<file path="src/rtl/cic_pkg.sv">
package cic_pkg;

   // Word addresses (byte address / 4) of the register kinds.
   localparam int WA_PRI_ACK  = 'h004;
   localparam int WA_PRI_SET  = 'h008;
   localparam int WA_PRI_CLR  = 'h00C;
   localparam int WA_INDEX    = 'h010;
   localparam int WA_STATUS   = 'h011;
   localparam int WA_SEC_STAT = 'h020;
   localparam int WA_SEC_ACK  = 'h022;
   localparam int WA_SEC_SET  = 'h024;
   localparam int WA_SEC_CLR  = 'h026;
   localparam int WA_CHMAP    = 'h080;

   // Words reserved for each primary register kind.
   localparam int PRI_KIND_WORDS = 4;

endpackage

</file>
<file path="src/rtl/cic_wr_decode.sv">
module cic_wr_decode #(
   parameter int N        = 40,
   parameter int DATA_W   = 32,
   parameter int WA_W     = 10,
   parameter int BASE_ACK = 4,
   parameter int BASE_SET = 8,
   parameter int BASE_CLR = 12
) (
   input  logic              wr,
   input  logic [WA_W-1:0]   waddr,
   input  logic [DATA_W-1:0] wdata,
   output logic [N-1:0]      ack_m,
   output logic [N-1:0]      set_m,
   output logic [N-1:0]      clr_m
);

   for (genvar i = 0; i < N; i++) begin : g_bit
      localparam int WORD = i / DATA_W;
      localparam int BIT  = i % DATA_W;
      assign ack_m[i] = wr && (waddr == WA_W'(BASE_ACK + WORD)) && wdata[BIT];
      assign set_m[i] = wr && (waddr == WA_W'(BASE_SET + WORD)) && wdata[BIT];
      assign clr_m[i] = wr && (waddr == WA_W'(BASE_CLR + WORD)) && wdata[BIT];
   end

endmodule

</file>
<file path="src/rtl/cic_src_bank.sv">
module cic_src_bank #(
   parameter int N = 32
) (
   input  logic         clk,
   input  logic         rst_n,
   input  logic [N-1:0] src,
   input  logic [N-1:0] ack_m,
   input  logic [N-1:0] set_m,
   input  logic [N-1:0] clr_m,
   output logic [N-1:0] pend,
   output logic [N-1:0] en
);

   always_ff @(posedge clk or negedge rst_n) begin
      if (!rst_n) begin
         pend <= '0;
         en   <= '0;
      end else begin
         pend <= (pend | src) & ~ack_m;
         en   <= (en | set_m) & ~clr_m;
      end
   end

endmodule

</file>
<file path="src/rtl/cic_lowest_enc.sv">
module cic_lowest_enc #(
   parameter int N     = 39,
   parameter int IDX_W = 6
) (
   input  logic [N-1:0]     req,
   output logic [IDX_W-1:0] idx
);

   // req[k] stands for line k+1; no request yields 0.
   always_comb begin
      idx = '0;
      for (int i = N - 1; i >= 0; i--) begin
         if (req[i]) idx = IDX_W'(i + 1);
      end
   end

endmodule

</file>
<file path="src/rtl/cic_chan_map.sv">
module cic_chan_map #(
   parameter int ENTRIES = 40,
   parameter int ENT_W   = 8,
   parameter int WA_W    = 10,
   parameter int BASE    = 128
) (
   input  logic             clk,
   input  logic             rst_n,
   input  logic             wr,
   input  logic [WA_W-1:0]  waddr,
   input  logic [ENT_W-1:0] wdata,
   output logic             hit,
   output logic [ENT_W-1:0] rdata
);

   logic [ENTRIES-1:0][ENT_W-1:0] entry;
   logic [WA_W-1:0]               rel;

   assign rel = waddr - WA_W'(BASE);
   assign hit = (waddr >= WA_W'(BASE)) && (rel < WA_W'(ENTRIES));

   always_ff @(posedge clk or negedge rst_n) begin
      if (!rst_n) begin
         entry <= '0;
      end else if (wr && hit) begin
         for (int e = 0; e < ENTRIES; e++) begin
            if (rel == WA_W'(e)) entry[e] <= wdata;
         end
      end
   end

   always_comb begin
      rdata = '0;
      for (int e = 0; e < ENTRIES; e++) begin
         if (hit && rel == WA_W'(e)) rdata = entry[e];
      end
   end

endmodule

</file>
<file path="src/rtl/cic_irq_ctrl.sv">
module cic_irq_ctrl #(
   parameter int PRI_N   = 40,
   parameter int SEC_N   = 32,
   parameter int DATA_W  = 32,
   parameter int ADDR_W  = 12,
   parameter int CHMAP_W = 8
) (
   input  logic              clk,
   input  logic              rst_n,
   input  logic [PRI_N-2:0]  pri_src,
   input  logic [SEC_N-1:0]  sec_src,
   input  logic [ADDR_W-1:0] reg_addr,
   input  logic              reg_wr,
   input  logic [DATA_W-1:0] reg_wdata,
   output logic [DATA_W-1:0] reg_rdata,
   output logic              irq_out
);
   import cic_pkg::*;

   localparam int WA_W      = ADDR_W - 2;
   localparam int PRI_WORDS = (PRI_N + DATA_W - 1) / DATA_W;
   localparam int PRI_PAD   = PRI_WORDS * DATA_W;
   localparam int IDX_W     = $clog2(PRI_N);

   // Elaboration-time parameter checks.
   if (PRI_N < 2 || PRI_WORDS > PRI_KIND_WORDS) begin : g_bad_pri
      $error("cic_irq_ctrl: PRI_N out of range");
   end
   if (SEC_N < 1 || SEC_N > DATA_W) begin : g_bad_sec
      $error("cic_irq_ctrl: SEC_N must fit one data word");
   end
   if (DATA_W != 32) begin : g_bad_data
      $error("cic_irq_ctrl: register map assumes 32-bit words");
   end
   if (CHMAP_W < 1 || CHMAP_W > DATA_W || IDX_W > DATA_W) begin : g_bad_w
      $error("cic_irq_ctrl: field width out of range");
   end
   if (WA_CHMAP + PRI_N > (1 << WA_W)) begin : g_bad_addr
      $error("cic_irq_ctrl: ADDR_W too small for channel map");
   end

   logic [WA_W-1:0] waddr;
   logic            unused_lsb;
   assign waddr      = reg_addr[ADDR_W-1:2];
   assign unused_lsb = ^reg_addr[1:0];

   // Primary group.
   logic [PRI_N-1:0] pri_ack_m, pri_set_m, pri_clr_m;
   logic [PRI_N-1:0] pri_pend, pri_en, pri_pend_eff;

   cic_wr_decode #(
      .N(PRI_N), .DATA_W(DATA_W), .WA_W(WA_W),
      .BASE_ACK(WA_PRI_ACK), .BASE_SET(WA_PRI_SET), .BASE_CLR(WA_PRI_CLR)
   ) u_pri_dec (
      .wr(reg_wr), .waddr(waddr), .wdata(reg_wdata),
      .ack_m(pri_ack_m), .set_m(pri_set_m), .clr_m(pri_clr_m)
   );

   cic_src_bank #(.N(PRI_N)) u_pri_bank (
      .clk(clk), .rst_n(rst_n), .src({pri_src, 1'b0}),
      .ack_m(pri_ack_m), .set_m(pri_set_m), .clr_m(pri_clr_m),
      .pend(pri_pend), .en(pri_en)
   );

   // Secondary group.
   logic [SEC_N-1:0] sec_ack_m, sec_set_m, sec_clr_m;
   logic [SEC_N-1:0] sec_pend, sec_en;
   logic             cascade;

   cic_wr_decode #(
      .N(SEC_N), .DATA_W(DATA_W), .WA_W(WA_W),
      .BASE_ACK(WA_SEC_ACK), .BASE_SET(WA_SEC_SET), .BASE_CLR(WA_SEC_CLR)
   ) u_sec_dec (
      .wr(reg_wr), .waddr(waddr), .wdata(reg_wdata),
      .ack_m(sec_ack_m), .set_m(sec_set_m), .clr_m(sec_clr_m)
   );

   cic_src_bank #(.N(SEC_N)) u_sec_bank (
      .clk(clk), .rst_n(rst_n), .src(sec_src),
      .ack_m(sec_ack_m), .set_m(sec_set_m), .clr_m(sec_clr_m),
      .pend(sec_pend), .en(sec_en)
   );

   // Cascade onto primary line 0 (its own latch never sets).
   assign cascade      = |(sec_pend & sec_en);
   assign pri_pend_eff = {pri_pend[PRI_N-1:1], pri_pend[0] | cascade};
   assign irq_out      = |(pri_pend_eff & pri_en);

   // Priority index.
   logic [IDX_W-1:0] prio_idx;

   cic_lowest_enc #(.N(PRI_N - 1), .IDX_W(IDX_W)) u_enc (
      .req(pri_pend_eff[PRI_N-1:1] & pri_en[PRI_N-1:1]),
      .idx(prio_idx)
   );

   // Channel map.
   logic               map_hit;
   logic [CHMAP_W-1:0] map_rdata;

   cic_chan_map #(
      .ENTRIES(PRI_N), .ENT_W(CHMAP_W), .WA_W(WA_W), .BASE(WA_CHMAP)
   ) u_map (
      .clk(clk), .rst_n(rst_n), .wr(reg_wr), .waddr(waddr),
      .wdata(reg_wdata[CHMAP_W-1:0]), .hit(map_hit), .rdata(map_rdata)
   );

   // Read mux.
   logic [PRI_PAD-1:0] pend_pad, en_pad;
   assign pend_pad = PRI_PAD'(pri_pend_eff);
   assign en_pad   = PRI_PAD'(pri_en);

   always_comb begin
      reg_rdata = '0;
      for (int w = 0; w < PRI_WORDS; w++) begin
         if (waddr == WA_W'(WA_PRI_ACK + w))
            reg_rdata = pend_pad[w*DATA_W +: DATA_W];
         if (waddr == WA_W'(WA_PRI_SET + w) || waddr == WA_W'(WA_PRI_CLR + w))
            reg_rdata = en_pad[w*DATA_W +: DATA_W];
      end
      if (waddr == WA_W'(WA_INDEX))    reg_rdata = DATA_W'(prio_idx);
      if (waddr == WA_W'(WA_SEC_STAT)) reg_rdata = DATA_W'(sec_pend & sec_en);
      if (waddr == WA_W'(WA_SEC_ACK))  reg_rdata = DATA_W'(sec_pend);
      if (waddr == WA_W'(WA_SEC_SET) || waddr == WA_W'(WA_SEC_CLR))
         reg_rdata = DATA_W'(sec_en);
      if (map_hit) reg_rdata = DATA_W'(map_rdata);
   end

endmodule

</file>
<file path="config.mk">
export PLATFORM = sky130hd
export DESIGN_NAME = cic_irq_ctrl
export DESIGN_NICKNAME = d
export VERILOG_FILES = /design/src/rtl/cic_pkg.sv /design/src/rtl/cic_wr_decode.sv /design/src/rtl/cic_src_bank.sv /design/src/rtl/cic_lowest_enc.sv /design/src/rtl/cic_chan_map.sv /design/src/rtl/cic_irq_ctrl.sv
export SDC_FILE = /design/constraint.sdc
export NUM_CORES = 1
export LEC_CHECK = 0
export BUFFER_PORTS_ARGS = -buffer_cell sky130_fd_sc_hd__buf_4
export CAP_MARGIN = 25
export CORE_UTILIZATION = 28
export CTS_BUF_LIST = sky130_fd_sc_hd__clkbuf_4 sky130_fd_sc_hd__clkbuf_8
export CTS_CLUSTER_SIZE = 24
export DETAILED_ROUTE_END_ITERATION = 7
export PLACE_DENSITY = 0.49
export REMOVE_ABC_BUFFERS = 1
export SLEW_MARGIN = 0
export SYNTH_ARGS = -nofsm -noshare
export SYNTH_HDL_FRONTEND = slang
export SYNTH_SLANG_ARGS = --single-unit
</file>
<file path="constraint.sdc">
create_clock -name clk -period 4 [get_ports clk]
set_input_delay 0.8 -clock clk [delete_from_list [all_inputs] [get_ports clk]]
set_output_delay 0.8 -clock clk [all_outputs]
set_load 0.03 [all_outputs]
</file>
# == Word-level counts from Yosys, hierarchy flattened ==
# Cells that the tools add are included.
# op_classes
n_addsub,1
order_cmp,2
eq_ne,50
mux,88
n_bitwise,16
reduce_logical,313
# ops
cell,n
8-bit two-way mux,40
32-bit two-way mux,9
1-bit logical AND,267
6-bit two-way mux,39
10-bit by 5-bit == test with 1-bit output (second input constant),17
40-bit bitwise AND,3
10-bit by 4-bit == test with 1-bit output (second input constant),12
10-bit by 6-bit == test with 1-bit output (second input constant),12
32-bit bitwise AND,3
40-bit NOT,2
40-bit OR,2
2-bit AND reduction,40
32-bit NOT,2
32-bit OR,2
10-bit by 3-bit == test with 1-bit output (second input constant),6
40-bit OR reduction,1
39-bit bitwise AND,1
32-bit OR reduction,1
10-bit by 2-bit == test with 1-bit output (second input constant),2
10-bit by 1-bit == test with 1-bit output (second input constant),1
10-bit by 8-bit greater-or-equal comparator with 1-bit output (second input constant),1
10-bit logical NOT,1
10-bit by 6-bit less-than comparator with 1-bit output (second input constant),1
10-bit by 8-bit subtractor with 10-bit output (second input constant),1
other kinds (2),4
# totals
register_bits,464
inputBits,118
out_inout_bits,33
word_cells,514

# == Logic depth before layout (Yosys ltp) ==
# Gate-level depths: netlist of run 1.
# depth
ltp_word,45
ltp_mapped,12
mapped_depth_nobuf,9

# == Cells and area by module ==
# From an unflattened synthesis of run 1, not the netlist that was laid out.
# unflattened
hier_cells,2556
hier_area_um2,26725.6
# modules_own_cells
module,n_inst,cells_each,area_per_inst_um2,seq_area_each_um2
cic_chan_map,1,1347,15567.4,8007.7
cic_src_bank at u_pri_bank,1,160,2802.7,2001.9
cic_src_bank at u_sec_bank,1,128,2242.2,1601.5
cic_irq_ctrl,1,326,2153.3,0.0
cic_wr_decode at u_sec_dec,1,247,1770.4,0.0
cic_wr_decode at u_pri_dec,1,267,1712.9,0.0
cic_lowest_enc,1,81,476.7,0.0

# == Worst setup path after synthesis of run 1 ==
# Ideal clock, no wire load.
# synth_timing
kind,input to output
start,in reg_addr[9]
end,out reg_rdata[6]
arrival_time_ps,3292
required_ps,3200
path_slack_ps,-92
stages,10
path_buffers,1
cell_sequence,inv_1 > ha_1 > clkbuf_1 > nand3b_1 > nor4_1 > a211oi_1 > nand3_1 > o211a_1 > o31ai_1 > a31oi_1
# synth_via
elab_chain_cells,45
word_cells_on_any_way,147
classes_between,add/sub: 1; order compare: 2; eq/ne: 50; mux: 49; reduce/logical: 45
# synth_rtl
element,line_no,text
"start, declared",cic_irq_ctrl.sv:12,"input logic [ADDR_W-1:0] reg_addr,"
10-bit by 8-bit subtractor with 10-bit output,cic_chan_map.sv:19,assign rel = waddr - WA_W'(BASE);
10-bit by 6-bit less-than comparator with 1-bit output,cic_chan_map.sv:20,assign hit = (waddr >= WA_W'(BASE)) && (rel < WA_W'(ENTRIES));
1-bit logical AND,cic_chan_map.sv:20,
1-bit logical AND,cic_chan_map.sv:35,if (hit && rel == WA_W'(e)) rdata = entry[e];
8-bit two-way mux (40 in series),cic_chan_map.sv:35,
32-bit two-way mux (*),cic_irq_ctrl.sv:126,if (map_hit) reg_rdata = DATA_W'(map_rdata);
"end, declared",cic_irq_ctrl.sv:15,"output logic [DATA_W-1:0] reg_rdata,"
# Every way passes the cells marked *; elsewhere a longest branch is shown, timed or not.

# == Worst setup path in the final report of run 1 ==
# layout_timing
start,in reg_addr[7]
end,out reg_rdata[0]
# Same word-level chain as after synthesis.

==> reports/results.tsv, run 1 <==
metric	value	unit
main flop type after synthesis	dfrtp_1	
Num CTS Buffers	86	
Sw Share	25.77	%
fin crit period	4097	ps
# IOs	151	
Max Cap Viol	0	
most frequent cells in the layout	dfrtp_1, buf_4, mux2_2	
CP peak stage delay	460	ps
Die Ht	289.5	um
Crit Path Class	input port to output pin	
initial antenna violation count	2	
LEAKAGE	0.01436	uW
Detailed Route Iter0 Violations	1517	
top-area cell type share of the netlist area	50.17	%
ys async rst share	100.0	%
grt ovf	0	
Multi-input gate area	0.01163	mm^2
Detailed Route WL	92370	um
synth unique cells	85	
core area	0.08198	mm^2
crit path capture type	output pin	
critical path launch point type	input port	
CTS tree	built	
first-pass iteration count of the detailed router	7	
Die W	289.5	um
proportion of power drawn by the clock network	46.5	%
max_slew headroom	38.73	%
f_max	244.1	MHz
failing checks	negative setup slack	
slowest cell on the critical path	or4_4	
drt drc	0	
port bufs	148	
CTS H-tree lvls	3	
syn_area_per_cell	10.91	um^2
Fin Clk Skew	0	ps
Clock Pin Slew Worst Setup and Hold Paths	50	ps
crit path max fanout	6	
RSZ-0062 raised after global routing	yes	
CP dominant cell by count	buf_4	
WL per Instance	25.06	um
Buffers & Inverters on Critical Path	5	
final hold violations	0	
ranking of synthesized cells by area	dfrtp_1, mux2_2, a21oi_1	
DR vias	20155	
max-slew violations	0	
NumNets Final	2670	
sequential share of power	44.7	%
TNS Setup	-311.7	ps
dominant cell type by area after synthesis	dfrtp_1	
first-pass GRT wire length	137400	um
critical-path cell list	buf_4, buf_12, nor4bb_4, buf_6, buf_4, nand4_1, o21ai_1, nand2_1, o211ai_1, a31oi_4, or4_4, buf_8	
Yosys reg bits	464	
Clock Latency Late Sink	690	ps
post-synthesis cell area	0.02314	mm^2
clock sink total	464	
pin count of the biggest net entering global routing	96	
crit-path leading delay family	simple AND/OR/NAND/NOR gates	
Tot GR Track Use	21.94	%
Critical R2R Capture	u_pri_bank.pend[7]$_DFF_PN0_	
status	complete, but fails checks	
Critical Path AT	3300	ps
Die Area	0.08380	mm^2
root buffer cell	clkbuf_8	
# diodes	0	
Area Overhead vs Synth	32.64	%
pre-CTS WS	-644.2	ps
maximum VDD drop	0.0002935	V
internal power	7873	uW
Seq/Total Area, Yosys	50.17	%
Final period util	102.4	%
share of cells above drive strength 1	42.81	%
clk buf depth	3	
Comb power frac	8.8	%
switching power	2733	uW
Filler Cell Count	8223	
PnR worst setup slack	-96.59	ps
worst-margin pin slew	919.1	ps
EDFF count, synth	0	
Syn Inst Count	2121	
DR vias/cell	5.468	
row count	105	
yosys synthesis warning count	0	
Initial Utilization	28.23	%
r2r startpoint	u_pri_bank.pend[7]$_DFF_PN0_	
vias in the first global route	20939	
Register Area	0.01161	mm^2
power per standard cell area	345.5	mW/mm^2
hold crit path type	input port to async pin	
Routed Antenna Nets	0	
number of cells on the worst reg-to-reg path	2	
Crit path required time	3200	ps
GPL Wtd Cong	0.9174	
register-to-register setup slack	3140	ps
dpl hpwl	65310	um
Final Setup Violations	6	
most common cell after layout, fill and taps aside	dfrtp_1	
[cells in the mapped netlist (all sizes together) (6+ instances only)]
library cell and instances:
nor2 133, nor2b 11, nor4 23, inv 26, a22o 30, mux4 13
nand4 24, nor3 32, dfrtp 464, o22ai 29, mux2 332, a221oi 17
o21ai 69, a222oi 24, nand3 60, o221ai 7, a211oi 16, a31oi 12
mux2i 24, a2111oi 7, a221o 17, buf 52, a22oi 33, a21o 22
a32oi 9, nand2b 7, nand2 126, a21oi 277, and2 8, clkbuf 100
and3 6, o211ai 13, a32o 8
[per-layer routing]
| metal | global-route usage, % | part of all wire, % | up-vias |
|---|---|---|---|
| li1 | - | - | 8921 |
| met1 | 29.58 | 44 | 10327 |
| met2 | 36.28 | 48 | 742 |
| met3 | 3.265 | 5.7 | 163 |
| met4 | 6.636 | 2.8 | 2 |
| met5 | 0 | 0.015 | - |
[how the worst max path moves through the flow]
stage / slack (ps) / cells after the start / end / startpoint
floorplan: -1200 / 6 / reg_rdata[6] / reg_addr[9]
global placement: -680 / 13 / reg_rdata[4] / reg_addr[9]
global route: -120 / 9 / reg_rdata[0] / reg_addr[5]
finish: -100 / 12 / reg_rdata[0] / reg_addr[7]
detailed placement: -640 / 13 / reg_rdata[4] / reg_addr[9]
CTS: -60 / 9 / reg_rdata[0] / reg_addr[2]
[logic make-up (layout without fill, tap and decap cells)]
logic type	Yosys count	after routing	share of synthesized area (%)
AOI/OAI and AO/OA	634	634	17.76
and+or+nand+nor	471	471	10.26
DFF	464	464	50.17
muxes	369	369	18.46
buffers and inverters	180	675	3.190
xor gates and xnor gates	2	2	0.1082
adders and majority gates	1	1	0.05406
[state kept, by name (all words and copies together), names as in the netlist]
signal and flops:
u_pri_bank.pend 40, u_map.entry 320, u_sec_bank.pend 32, u_sec_bank.en 32, u_pri_bank.en 40
[stage by stage]
step | hold slack [ps] | total power (uW) | utilization [%] | instance area [um^2] | cells
after floorplan | 458.5 | 5017 | - | 22510 | 1969
after CTS | 162.2 | 10680 | 36.89 | 30240 | 3674
after global placement | 467.4 | 5648 | 33.58 | 27530 | 3500
final | 123.3 | 10610 | 37.44 | 30700 | 3686
after global routing | 157.0 | 10990 | 37.44 | 30700 | 3686
after detailed placement | 479.1 | 5657 | 33.58 | 27530 | 3500
[power groups by stage]
stage / clock network, uW / registers (uW) / logic [uW]
final: 4940 / 4740 / 933
after global routing: 5260 / 4740 / 994
after CTS: 5040 / 4740 / 901
after detailed placement: 0 / 4820 / 839
after global placement: 0 / 4820 / 831
after floorplan: 0 / 4810 / 205
[timing repair]
| action | 4_1_cts | 5_1_grt |
|---|---|---|
| pin swaps | 51 | 31 |
| buffers inserted | 21 | 12 |
| gates resized for setup | 155 | 69 |
| gates cloned | 2 | 2 |
| hold buffers | 0 | 0 |
| setup endpoints to repair | 32 | 8 |
[final cells by class]
cell class	instances	share of cell area, %
repair buffers	494	13.50
inverters	28	0.3669
flip-flops and latches	464	37.83
clock inverters	19	0.7215
clock buffers	134	5.315
well taps	1070	4.361
multi-input cells	1477	37.90
Note: power is estimated with default switching activity, not from simulation.
==> run 2, diff against run 1 <==
- CTS_BUF_LIST: sky130_fd_sc_hd__clkbuf_4 sky130_fd_sc_hd__clkbuf_8 -> sky130_fd_sc_hd__clkbuf_8 sky130_fd_sc_hd__clkbuf_16
==> reports/results.tsv, run 2 (synthesis gave the netlist of run 1 again) <==
metric	value	unit
status	complete, but fails checks	
failing checks	negative setup slack	
power per standard cell area	349.6	mW/mm^2
Critical R2R Capture	u_pri_bank.pend[7]$_DFF_PN0_	
Detailed Route WL	91750	um
Die Area	0.08380	mm^2
root buffer cell	clkbuf_16	
initial antenna violation count	1	
Core Util, Final	37.39	%
Clock Pin Slew Worst Setup and Hold Paths	60	ps
clock sink total	464	
Max Cap Viol	0	
Crit path required time	3200	ps
final hold violations	0	
maximum VDD drop	0.0003237	V
worst-margin pin slew	904.9	ps
slowest cell on the critical path	a222oi_1	
Detailed Route Iter0 Violations	1600	
Area Overhead vs Synth	32.45	%
Die W	289.5	um
pin count of the biggest net entering global routing	96	
biggest regs	u_map.entry: 320 flops, u_pri_bank.en: 40 flops, u_pri_bank.pend: 40 flops	
Routed Antenna Nets	0	
# diodes	0	
row count	105	
most common cell after layout, fill and taps aside	dfrtp_1	
LEAKAGE	0.01433	uW
GPL Wtd Cong	0.9174	
dpl hpwl	65310	um
PnR worst setup slack	-91.07	ps
CTS H-tree lvls	2	
# IOs	151	
clk buf depth	3	
Placement Cell Area	0.02753	mm^2
vias in the first global route	20610	
TNS Setup	-261.9	ps
critical path launch point type	input port	
core area	0.08198	mm^2
critical-path cell list	buf_8, buf_6, or4_4, buf_12, nor4_2, buf_4, and2_4, buf_6, a222oi_1, nand4_1, a31oi_4, o21ai_4, buf_6	
pre-CTS WS	-644.2	ps
NumNets Final	2645	
Fin Clk Skew	0	ps
crit path max fanout	6	
grt ovf	0	
Initial Utilization	28.23	%
most frequent cells in the layout	dfrtp_1, buf_4, mux2_2	
Die Ht	289.5	um
drt drc	0	
DR vias	20007	
max-slew violations	0	
share of cells above drive strength 1	40.72	%
hold crit path type	input port to async pin	
register-to-register setup slack	3150	ps
Critical Path AT	3290	ps
Final Setup Violations	5	
Clock Latency Late Sink	620	ps
Tot GR Track Use	21.77	%
Buffers & Inverters on Critical Path	6	
Filler Cell Count	8164	
Reg with most FFs	u_map.entry	
RSZ-0062 raised after global routing	yes	
first-pass GRT wire length	136800	um
Crit Path Class	input port to output pin	
Final period util	102.3	%
Finished Cell Area	0.03065	mm^2
r2r startpoint	u_pri_bank.pend[7]$_DFF_PN0_	
port bufs	148	
number of cells on the worst reg-to-reg path	2	
DR vias/cell	5.498	
f_max	244.4	MHz
WL per Instance	25.21	um
CP peak stage delay	500	ps
max reg flops	320	
first-pass iteration count of the detailed router	6	
CP dominant cell by count	buf_6	
Num CTS Buffers	52	
crit-path leading delay family	compound AO/OA/AOI/OAI gates	
fin crit period	4091	ps
CTS tree	built	
crit path capture type	output pin	
max_slew headroom	39.67	%
## run 2: changes by cell type in the layout (fill, tap and decap cells not counted), moves of 5 or more
cell / change
clkbuf_8: -91
clkbuf_16: +51
clkbuf_4: -34
inv_1: +12
buf_4: +5
## run 2: power breakdown
group | switching (uW) | leakage [uW] | total, uW | internal (uW)
registers | 21.4 | 0.00610 | 4730 | 4710
clock network | 2050 | 0.000943 | 5050 | 3000
logic | 579 | 0.00729 | 932 | 353
total | 2650 | 0.0143 | 10700 | 8060
## run 2: worst max path at each step
stage | start | endpoint | slack (ps) | cells after the start
global route | reg_addr[9] | reg_rdata[0] | -130 | 12
CTS | reg_addr[2] | reg_rdata[0] | -60 | 9
floorplan | reg_addr[9] | reg_rdata[6] | -1200 | 6
detailed placement | reg_addr[9] | reg_rdata[4] | -640 | 13
finish | reg_addr[9] | reg_rdata[5] | -90 | 13
global placement | reg_addr[9] | reg_rdata[4] | -680 | 13
## run 2: layer usage
layer	share of wire [%]	vias to the layer above	global-route usage (%)	routed length, um
li1	-	8854	-	-
met1	44	10340	30.01	40580
met2	48	684	36.37	44260
met3	5.2	129	2.418	4781
met4	2.3	0	5.419	2136
met5	0	-	0	0
## run 2: area by class of cell
| cell class | count | area, um^2 | area share [%] |
|---|---|---|---|
| Clock buffer | 61 | 1425 | 4.649 |
| Clock inverter | 36 | 390.4 | 1.274 |
| Inverter | 28 | 112.6 | 0.3674 |
| Multi-Input combinational cell | 1477 | 11560 | 37.70 |
| Sequential cell | 464 | 11610 | 37.88 |
| Tap cell | 1070 | 1339 | 4.368 |
| Timing Repair Buffer | 503 | 4218 | 13.76 |
## run 2: what timing repair did
item                       CTS  global route
pin swaps                   48            32
hold buffers                 0             0
setup buffers               22            21
gates resized for setup    153            57
setup endpoints to repair   32             8
cloned                       2             1
## run 2: worst reg2reg max path: cells and delay by family (launching register included)
family / cells / cell delay, ps
AOI/OAI and AO/OA: 1 / 50
and+or+nand+nor: 1 / 150
DFF: 1 / 500
## run 2: metrics by stage
step	power, uW	std cells	hold slack (ps)
final	10720	3639	200.7
after global routing	11080	3639	262.3
after CTS	10790	3619	268.7
after detailed placement	5657	3500	479.1
after global placement	5648	3500	467.4
after floorplan	5017	1969	458.5
==> run 3, diff against run 2 <==
==> constraint.sdc (replaced) <==
create_clock -name clk -period 4 [get_ports clk]
set_input_delay 0 -clock clk [delete_from_list [all_inputs] [get_ports clk]]
set_output_delay 0 -clock clk [all_outputs]
set_load 0.03 [all_outputs]
==> reports/results.tsv, run 3 (synthesis gave the netlist of run 1 again) <==
metric	value	unit
status	complete, no violations	
crit path max fanout	12	
f_max	283.8	MHz
sequential share of power	44.0	%
CTS tree	built	
Post-CTS Hold Fix Bufs	108	
Routed Antenna Nets	0	
GPL Wtd Cong	0.9071	
dpl hpwl	60410	um
max reg flops	320	
Final Setup Violations	0	
Tot GR Track Use	21.18	%
Final period util	88.08	%
row count	105	
fin crit period	3523	ps
drt drc	0	
power per standard cell area	374.5	mW/mm^2
Clock Latency Late Sink	610	ps
Resize count post-CTS	0	
RSZ-0062 raised after global routing	no	
Detailed Route WL	89610	um
biggest regs	u_map.entry: 320 flops, u_pri_bank.en: 40 flops, u_pri_bank.pend: 40 flops	
Crit path required time	4000	ps
# IOs	151	
max_slew headroom	34.60	%
max-slew violations	0	
internal power	8181	uW
maximum VDD drop	0.0003275	V
LEAKAGE	0.01315	uW
clock sink total	464	
Fin Clk Skew	0	ps
root buffer cell	clkbuf_16	
setup bufs post-CTS	0	
crit path capture type	output pin	
DR vias/cell	5.600	
clk buf depth	3	
Area Overhead vs Synth	24.23	%
Critical Path AT	3520	ps
Die Ht	289.5	um
Initial Utilization	28.23	%
DR vias	19495	
proportion of power drawn by the clock network	48.4	%
Finished Cell Area	0.02875	mm^2
switching power	2587	uW
grt ovf	0	
hold crit path type	input port to async pin	
vias in the first global route	19735	
Core Util, Final	35.07	%
Crit Path Class	input port to output pin	
TNS Setup	0	ps
Die W	289.5	um
critical path launch point type	input port	
first-pass iteration count of the detailed router	6	
Sw Share	24.03	%
Max Cap Viol	0	
Reg with most FFs	u_map.entry	
port bufs	148	
register-to-register setup slack	2660	ps
Comb power frac	7.6	%
final hold violations	0	
# diodes	0	
first-pass GRT wire length	133400	um
pin count of the biggest net entering global routing	98	
most frequent cells in the layout	dfrtp_1, mux2_2, a21oi_1	
worst-margin pin slew	977.4	ps
NumNets Final	2492	
CTS H-tree lvls	2	
Die Area	0.08380	mm^2
share of cells above drive strength 1	28.12	%
Detailed Route Iter0 Violations	1976	
Clock Pin Slew Worst Setup and Hold Paths	60	ps
WL per Instance	25.74	um
initial antenna violation count	0	
core area	0.08198	mm^2
most common cell after layout, fill and taps aside	dfrtp_1	
Num CTS Buffers	52	
Placement Cell Area	0.02582	mm^2
==> run 3: cell types whose count changed in the layout (fill, tap and decap cells not counted), sizes merged <==
cell         delta
buf           -260
bufinv          +2
clkbuf          +3
clkinv         -13
clkinvlp        +1
dlygate4sd3   +108
inv             +1
==> run 3: stage by stage <==
stage | setup WS, ps | std cells | total power [uW] | hold WS (ps)
2_1_floorplan | 402.8 | 1969 | 5017 | -295.6
5_1_grt | 399.7 | 3481 | 11140 | 23.00
4_1_cts | 577.4 | 3481 | 10880 | 1.316
6_report | 476.8 | 3481 | 10770 | 22.95
3_3_place_gp | 458.7 | 3280 | 5560 | 80.63
3_5_place_dp | 578.6 | 3281 | 5567 | 84.09
==> run 3: path summary, 6_finish.rpt <==
path / from / end / depth (start not counted)
setup reg to reg: u_pri_bank.pend[35]$_DFF_PN0_ / u_pri_bank.pend[35]$_DFF_PN0_ / 3
hold / removal: rst_n / u_pri_bank.en[19]$_DFF_PN0_ / 2
min in group clk: reg_wdata[7] / u_sec_bank.en[7]$_DFF_PN0_ / 2
setup / recovery: reg_addr[9] / reg_rdata[4] / 13
max in group asynchronous: rst_n / u_sec_bank.pend[11]$_DFF_PN0_ / 3
hold reg to reg: u_map.entry[125]$_DFFE_PN0P_ / u_map.entry[125]$_DFFE_PN0P_ / 1
==> run 3: routing by layer <==
| metal | vias to the layer above | routed length [um] | global-route usage [%] |
|---|---|---|---|
| li1 | 8535 | - | - |
| met3 | 130 | 5461 | 2.975 |
| met1 | 10055 | 39840 | 29.27 |
| met2 | 775 | 42100 | 34.67 |
| met5 | - | 0 | 0 |
| met4 | 0 | 2207 | 5.563 |
==> run 3: critical path: stages <==
cell,delay (ps)
buf_4,130
inv_1,50
ha_1,450
buf_4,250
nand3_1,270
nor4_1,100
buf_4,180
a221o_1,300
a2111oi_0,680
o2111ai_1,360
a21oi_1,340
o21ai_1,180
buf_4,220
==> run 3: cell type report <==
type | instances | area [um^2]
clock inverter | 27 | 357.8
timing repair buffer | 350 | 3015
sequential | 464 | 11610
tap | 1070 | 1339
fill | 8318 | 53230
multi-input combinational | 1477 | 10830
inverter | 28 | 105.1
clock buffer | 65 | 1491
==> run 3: power groups by stage <==
stage / registers (uW) / logic (uW) / clock network [uW]
global route: 4730 / 878 / 5530
global placement: 4820 / 743 / 0
floorplan: 4810 / 205 / 0
detailed placement: 4820 / 749 / 0
CTS: 4730 / 824 / 5330
finish: 4730 / 822 / 5210
